`src/rtl/util_mon_pkg.sv`:
```
package util_mon_pkg;
  typedef enum logic [1:0] {ST_IDLE, ST_RUN, ST_DONE} run_state_e;
  typedef enum logic {WIN_EVENT = 1'b0, WIN_SPAN = 1'b1} win_mode_e;
endpackage

```
`src/rtl/util_win_ctrl.sv`:
```
module util_win_ctrl
  import util_mon_pkg::*;
(
  input  logic      clk_i,
  input  logic      rst_ni,
  input  logic      start_i,
  input  logic      stop_i,
  input  logic      mode_i,
  output logic      run_o,
  output logic      done_o,
  output logic      clr_o,
  output win_mode_e mode_o
);
  run_state_e state_q;
  win_mode_e  mode_q;

  always_ff @(posedge clk_i or negedge rst_ni) begin
    if (!rst_ni) begin
      state_q <= ST_IDLE;
      mode_q  <= WIN_EVENT;
    end else if (start_i) begin
      state_q <= ST_RUN;
      mode_q  <= win_mode_e'(mode_i);
    end else if (state_q == ST_RUN && stop_i) begin
      state_q <= ST_DONE;
    end
  end

  // start dominates: the start cycle itself is not a run cycle
  assign run_o  = (state_q == ST_RUN) && !start_i;
  assign done_o = (state_q == ST_DONE);
  assign clr_o  = start_i;
  assign mode_o = mode_q;
endmodule

```
`src/rtl/util_sat_cnt.sv`:
```
module util_sat_cnt #(
  parameter int W = 16
) (
  input  logic         clk_i,
  input  logic         rst_ni,
  input  logic         clr_i,
  input  logic         inc_i,
  output logic [W-1:0] cnt_o
);
  localparam logic [W-1:0] CntMax = '1;
  logic [W-1:0] cnt_q;

  always_ff @(posedge clk_i or negedge rst_ni) begin
    if (!rst_ni)                        cnt_q <= '0;
    else if (clr_i)                     cnt_q <= '0;
    else if (inc_i && cnt_q != CntMax)  cnt_q <= cnt_q + W'(1);
  end

  assign cnt_o = cnt_q;
endmodule

```
`src/rtl/util_span.sv`:
```
module util_span #(
  parameter int W = 16
) (
  input  logic         clk_i,
  input  logic         rst_ni,
  input  logic         clr_i,
  input  logic         hit_i,
  input  logic [W-1:0] ts_i,
  output logic [W-1:0] span_o
);
  logic         seen_q;
  logic [W-1:0] first_q, last_q;
  logic [W:0]   diff;

  always_ff @(posedge clk_i or negedge rst_ni) begin
    if (!rst_ni) begin
      seen_q  <= 1'b0;
      first_q <= '0;
      last_q  <= '0;
    end else if (clr_i) begin
      seen_q  <= 1'b0;
      first_q <= '0;
      last_q  <= '0;
    end else if (hit_i) begin
      if (!seen_q) begin
        seen_q  <= 1'b1;
        first_q <= ts_i;
      end
      last_q <= ts_i;
    end
  end

  // one extra bit so that a full-range span clamps instead of wrapping
  assign diff = {1'b0, last_q} - {1'b0, first_q} + (W+1)'(1);

  always_comb begin
    if (!seen_q)      span_o = '0;
    else if (diff[W]) span_o = '1;
    else              span_o = diff[W-1:0];
  end
endmodule

```
`src/rtl/util_occ_track.sv`:
```
module util_occ_track #(
  parameter int W = 8
) (
  input  logic         clk_i,
  input  logic         rst_ni,
  input  logic         restart_i,
  input  logic [W-1:0] occ_i,
  input  logic [W-1:0] cap_i,
  output logic [W-1:0] cur_o,
  output logic [W-1:0] peak_o
);
  logic [W-1:0] occ_c, cur_q, peak_q;

  assign occ_c = (occ_i > cap_i) ? cap_i : occ_i;

  always_ff @(posedge clk_i or negedge rst_ni) begin
    if (!rst_ni) begin
      cur_q  <= '0;
      peak_q <= '0;
    end else begin
      cur_q <= occ_c;
      if (restart_i || occ_c > peak_q) peak_q <= occ_c;
    end
  end

  assign cur_o  = cur_q;
  assign peak_o = peak_q;
endmodule

```
`src/rtl/util_mon.sv`:
```
module util_mon
  import util_mon_pkg::*;
#(
  parameter int CNT_W = 16,
  parameter int OCC_W = 8
) (
  input  logic             clk_i,
  input  logic             rst_ni,
  input  logic             busy_i,
  input  logic [OCC_W-1:0] occ_i,
  input  logic [OCC_W-1:0] cap_i,
  input  logic             start_i,
  input  logic             stop_i,
  input  logic             mode_i,
  output logic [CNT_W-1:0] busy_cnt_o,
  output logic [CNT_W-1:0] win_len_o,
  output logic [OCC_W-1:0] peak_occ_o,
  output logic [OCC_W-1:0] cur_occ_o,
  output logic             done_o
);
  logic             run, clr, hit;
  win_mode_e        mode;
  logic [CNT_W-1:0] win_cnt, span_len;

  util_win_ctrl u_ctrl (
    .clk_i  (clk_i),
    .rst_ni (rst_ni),
    .start_i(start_i),
    .stop_i (stop_i),
    .mode_i (mode_i),
    .run_o  (run),
    .done_o (done_o),
    .clr_o  (clr),
    .mode_o (mode)
  );

  assign hit = run && busy_i;

  util_sat_cnt #(.W(CNT_W)) u_busy_cnt (
    .clk_i (clk_i),
    .rst_ni(rst_ni),
    .clr_i (clr),
    .inc_i (hit),
    .cnt_o (busy_cnt_o)
  );

  // run-cycle counter: event window length and span timestamp
  util_sat_cnt #(.W(CNT_W)) u_win_cnt (
    .clk_i (clk_i),
    .rst_ni(rst_ni),
    .clr_i (clr),
    .inc_i (run),
    .cnt_o (win_cnt)
  );

  util_span #(.W(CNT_W)) u_span (
    .clk_i (clk_i),
    .rst_ni(rst_ni),
    .clr_i (clr),
    .hit_i (hit),
    .ts_i  (win_cnt),
    .span_o(span_len)
  );

  util_occ_track #(.W(OCC_W)) u_occ (
    .clk_i    (clk_i),
    .rst_ni   (rst_ni),
    .restart_i(start_i),
    .occ_i    (occ_i),
    .cap_i    (cap_i),
    .cur_o    (cur_occ_o),
    .peak_o   (peak_occ_o)
  );

  assign win_len_o = (mode == WIN_SPAN) ? span_len : win_cnt;
endmodule

```
`config.mk`:
```
export PLATFORM = sky130hd
export DESIGN_NAME = util_mon
export DESIGN_NICKNAME = d
export VERILOG_FILES = /design/src/rtl/util_mon_pkg.sv /design/src/rtl/util_win_ctrl.sv /design/src/rtl/util_sat_cnt.sv /design/src/rtl/util_span.sv /design/src/rtl/util_occ_track.sv /design/src/rtl/util_mon.sv
export SDC_FILE = /design/constraint.sdc
export NUM_CORES = 1
export LEC_CHECK = 0
export BUFFER_PORTS_ARGS = -buffer_cell sky130_fd_sc_hd__buf_2
export CAP_MARGIN = 20
export CORE_UTILIZATION = 55
export CTS_BUF_LIST = sky130_fd_sc_hd__clkbuf_8
export DETAILED_ROUTE_END_ITERATION = 12
export GPL_TIMING_DRIVEN = 0
export HOLD_SLACK_MARGIN = 0.05
export PLACE_DENSITY = 0.74
export SYNTH_ARGS = -nofsm -noshare
export SYNTH_HDL_FRONTEND = slang
export SYNTH_SLANG_ARGS = --single-unit
```
`constraint.sdc`:
```
create_clock -name clk_i -period 4 [get_ports clk_i]
set_input_delay 1 -clock clk_i [delete_from_list [all_inputs] [get_ports clk_i]]
set_output_delay 1 -clock clk_i [all_outputs]
set_load 0.05 [all_outputs]
```
# Word level (Yosys, flattened, before mapping)
# Index checks and enable logic that the tools add are counted.
[totals]
reg_bits = 84
latch_bits = 0
romBits = 0
ram_bits = 0
in_bits = 22
mem_count = 0
wordCells = 49
[classes]
reduce_logical = 12
eq_ne = 5
magnitude_cmp = 2
bitwise_logic = 0
n_mul = 0
n_addsub = 4
div = 0
muxes = 17
shift = 0
[op_table]
columns = ["cell", "n"]
rows = [
  ["16-bit two-way mux", 12],
  ["16-bit by 1-bit adder with 16-bit output (second input constant)", 2],
  ["16-bit inequality test (second input constant)", 2],
  ["17-bit by 1-bit adder with 17-bit output (second input constant)", 1],
  ["16-bit by 16-bit subtractor with 17-bit output", 1],
  ["8-bit > comparator", 2],
  ["8-bit two-way mux", 1],
  ["2-bit nonzero test", 4],
  ["1-bit logical AND", 5],
  ["2-bit two-way mux", 2],
  ["2-bit by 1-bit equality test with 1-bit output (second input constant)", 1],
  ["2-bit equality test (second input constant)", 1],
  ["1-bit two-way mux", 2],
  ["2-bit inequality test (second input constant)", 1],
  ["2-bit AND reduction", 1],
  ["1-bit logical NOT", 1],
  ["1-bit logical OR", 1],
]

# Logic depth before layout (Yosys ltp)
[logic_depth]
depth_word = 6
ltp_mapped = 15
ltp_nobuf = 15

# Hierarchy
# From an unflattened synthesis, not the netlist that was laid out.
[unflattened]
hier_cells = 624
area_unflattened_um2 = 5864.4
[by_module_without_submodules]
columns = ["mod", "cells_per_inst", "seq_area_each_um2", "instances", "area_each_um2"]
rows = [
  ["util_span", 283, 825.8, 1, 2483.6],
  ["util_sat_cnt", 98, 400.4, 2, 942.2],
  ["util_occ_track", 115, 400.4, 1, 1107.3],
  ["util_mon", 19, 0.0, 1, 255.2],
  ["util_win_ctrl", 11, 75.1, 1, 133.9],
]

# Worst setup path after synthesis
# No wires, ideal clock.
[synth_timing]
path_type = "reg-to-output"
from = "register u_span.last_q[1]"
to = "output win_len_o[15]"
path_slack_ps = -953
stages_incl_launch_ff = 13
t_arrival_ps = 3953
n_path_buf = 0
cell_sequence = "dfrtp_1 inv_1 ha_1 inv_1 ha_1 inv_1 fa_1 nor2b_1 o2111ai_1 a31oi_1 o211ai_1 and3b_1 o311ai_0"
[synth_via]
elab_chain_len = 5
[synth_lines]
columns = ["element", "line_no", "rtl"]
rows = [
  ["from (decl)", "util_span.sv:12", "logic [W-1:0] first_q, last_q;"],
  ["from (signal assigned)", "util_span.sv:29", "last_q <= ts_i;"],
  ["16-bit by 16-bit subtractor with 17-bit output", "util_span.sv:34", "assign diff = {1'b0, last_q} - {1'b0, first_q} + (W+1)'(1);"],
  ["17-bit by 1-bit adder with 17-bit output", "util_span.sv:34", ""],
  ["16-bit two-way mux", "util_span.sv:38", "else if (diff[W]) span_o = '1;"],
  ["16-bit two-way mux", "util_span.sv:37", "if (!seen_q) span_o = '0;"],
  ["16-bit two-way mux", "util_mon.sv:75", "assign win_len_o = (mode == WIN_SPAN) ? span_len : win_cnt;"],
  ["to (decl)", "util_mon.sv:16", "output logic [CNT_W-1:0] win_len_o,"],
]
# Every way passes these cells.

# Final worst setup path
[layout_timing]
from = "register u_span.first_q[1]"
to = "output win_len_o[9]"
[layout_via]
elab_chain_len = 5
[layout_lines]
columns = ["element", "line_no", "rtl"]
rows = [
  ["from (decl)", "util_span.sv:12", ""],
  ["from (signal assigned)", "util_span.sv:27", "first_q <= ts_i;"],
  ["16-bit by 16-bit subtractor with 17-bit output", "util_span.sv:34", ""],
  ["17-bit by 1-bit adder with 17-bit output", "util_span.sv:34", ""],
  ["16-bit two-way mux", "util_span.sv:38", ""],
  ["16-bit two-way mux", "util_span.sv:37", ""],
  ["16-bit two-way mux", "util_mon.sv:75", ""],
]
# Every way passes these cells.

==> metrics <==
1st-iter DRT viols 318; synthesized area per cell 9.501 sq um; largest net degree at the start of global routing 44; Worst Path Buf+Inv 3; WP data arrival 3030 ps; pre-CTS setup slack -396.8 ps; worst min-delay path category reg -> reg; worst vdd ir 0.2949 mV; clock slew at reported path FFs 90 ps; drt pass-1 iters 5; # IOs 71; sw frac 36.07%; Worst setup EP type output pin; max-cap viol count 0; Area Growth Syn to Fin 27.43%; syn_nets 630; Post-synth EDFFs 0; Design Power 2.283 mW; kind of critical path reg -> out; filler cell count 665; post-synth top area share 39.65%; Gate power share 32.8%; final setup skew 9.331 ps; CP cell instances ha_4 > inv_4 > ha_4 > inv_2 > fa_2 > nor2b_4 > o2111ai_4 > and2_1 > o21ai_1 > xnor2_1 > o311ai_4 > buf_6; # setup viols final 2; max_slew headroom 44.04%; Fmax 0.2481 GHz; Post-Syn Area 5301 sq um; GRT overflow 0; H-tree levels 3; CTS tree built; failing checks negative setup slack; Final ANT Viol Nets 0; synth cell count leaders dfrtp_1 (84), nand2_1 (54), inv_1 (50), ha_1 (49), nor2_1 (36); Avg Vias per Cell 6.003; first-pass GRT wire length 21340 um; Synth area leaders dfrtp_1 (40%), ha_1 (12%), nand2_1 (3.8%), inv_1 (3.5%), mux2_2 (3.4%); number of buffers added on ports 70; final worst-path cycle share 100.8%; Hold Slack 521.6 ps; global routing usage on met2 45.47%; share of cells above drive strength 1 29.55%; Skew-Pair Late Insertion Delay 360 ps; routed len/inst 18.20 um; Core ar. 9284 sq um; most used routing layer in global routing met2; synthesized flop and latch total 84; synth unique cells 63; total track usage 27.22%; cell area power density 337.9 nW/um^2; Die Height 100.2 um; GR Util met3 5.641%; Mapped Cells 558; ys flop type dfrtp_1; Routed WL 14540 um; Clk pwr share 26.1%; Final WS setup -30.41 ps; hold_buf cts 0; YS warnings 0; min cycle time layout 4030 ps; total negative setup slack -50.18 ps; CP Launch Type flop; status finished, violations left; Final nets 737; P_sw 0.8234 mW; CP peak stage delay 420 ps; CTS Buf Count 9; Residual DRC 0; CTS Root Cell clkbuf_8; CP max stage cell dfrtp_1; count leader, synth dfrtp_1; Pins Over Slew Limit 0; n_diodes 0; Placer Congestion 0.8420; initial antenna violation count 0; num rows 35; Critical Path Fanout Max 2; CTS Buffer Depth 2; WP data required 3000 ps; worst slew pin tran 832.5 ps; critical path's most frequent cell ha_4; vias after detailed routing 4796; Initial Utilization 57.10%; Reg power frac 41.1%; Clock Sinks 84; Chip Width 100.2 um; Yosys top cell by area dfrtp_1; Int Pwr 1.459 mW; vias in the first global route 4443; met1 Use GR 36.24%; final hold vios 0; Crit path max-delay family adder cells; standby leakage power 3.120 nW; RSZ-0062 raised after global routing true; die area 10040 sq um; async set-or-reset flop fraction in the synthesized netlist 100.0%; sequential area share after synthesis 39.65%; Post-DP HPWL 9490 um
-- final timing paths --
check / slack, ps / to / depth (start not counted) / from
min in group asynchronous: 630 / u_occ.cur_o[4]$_DFF_PN0_ / 1 / rst_ni
worst min register to register: 520 / u_span.first_q[10]$_DFFE_PN0P_ / 2 / u_win_cnt.cnt_o[10]$_DFFE_PN0P_
worst max register to register: 1770 / u_span.first_q[12]$_DFFE_PN0P_ / 6 / u_ctrl.state_q[1]$_DFFE_PN0P_
worst min-delay path: 520 / u_span.first_q[10]$_DFFE_PN0P_ / 2 / u_win_cnt.cnt_o[10]$_DFFE_PN0P_
worst max-delay path: -30 / win_len_o[9] / 12 / u_span.first_q[1]$_DFFE_PN0P_
max in group asynchronous: 2740 / u_ctrl.state_q[0]$_DFFE_PN0P_ / 2 / rst_ni
-- registers in the layout, indices dropped and copies added, names as in the netlist --
name	flops
u_ctrl.mode_o	1
u_occ.peak_o	8
u_win_cnt.cnt_o	16
u_span.seen_q	1
u_occ.cur_o	8
u_ctrl.state_q	2
u_busy_cnt.cnt_o	16
u_span.first_q	16
u_span.last_q	16
-- worst min-delay path, stage by stage, from the launching register on --
cell	delay, ps
dfrtp_1	370
nand2_1	70
o31ai_1	60
-- routing by layer --
metal / vias to the layer above / wire, um
met3: 46 / 815
met4: 0 / 487
met1: 2381 / 5977
li1: 2198 / -
met5: - / 0
met2: 171 / 7263
-- through the flow --
step | util, % | instance area (sq um) | std cells
floorplan | - | 5330 | 558
global placement | 62.92 | 5842 | 757
detailed placement | 63.17 | 5864 | 758
CTS | 68.05 | 6317 | 786
global route | 72.76 | 6755 | 799
finish | 72.76 | 6755 | 799
-- final cells by class --
type                       count  area [sq um]  area share [%]
buffer                        22         120.1           1.778
clock buffer                   9         123.9           1.834
clock inverter                 7         67.56           1.000
inverter                      52         197.7           2.926
multi-input combinational    400          3306           48.93
sequential                    84          2102           31.12
tap                          129         161.4           2.389
timing repair buffer          96         676.9           10.02
-- cells in the final DEF, fill, tap and decap left out, types with 14 or more instances in the layout --
cell type	n
a21oi_1	18
buf_2	55
buf_4	24
buf_6	19
clkbuf_1	14
dfrtp_1	84
ha_1	34
ha_4	15
inv_1	44
mux2_2	16
nand2_1	54
nand3_1	14
nand4_1	15
nor2_1	35
o21ai_0	31
o31ai_1	17
xnor2_1	14
xor2_1	18
-- power groups by stage --
stage                     registers, mW  clock network, mW  logic, mW
final                             0.939              0.595      0.748
after global routing              0.947              0.639      0.797
after CTS                         0.939              0.605      0.674
after detailed placement          0.956                  0      0.632
after global placement            0.952                  0      0.613
after floorplan                    1.09                  0      0.332
-- logic make-up after synthesis --
group / synth area share (%)
buf+inv: 5.829
xor+xnor: 5.287
compound gates: 16.07
simple gates: 17.44
mux: 3.776
fa+ha+maj: 11.94
flops: 39.65
-- repair_timing --
action                     4_1_cts  5_1_grt
resized for setup               37       64
gates cloned                     0        1
setup buffers                   12       14
pin swaps                        9       20
setup endpoints to repair       23       24
Note: power is estimated with default switching activity, not from simulation.
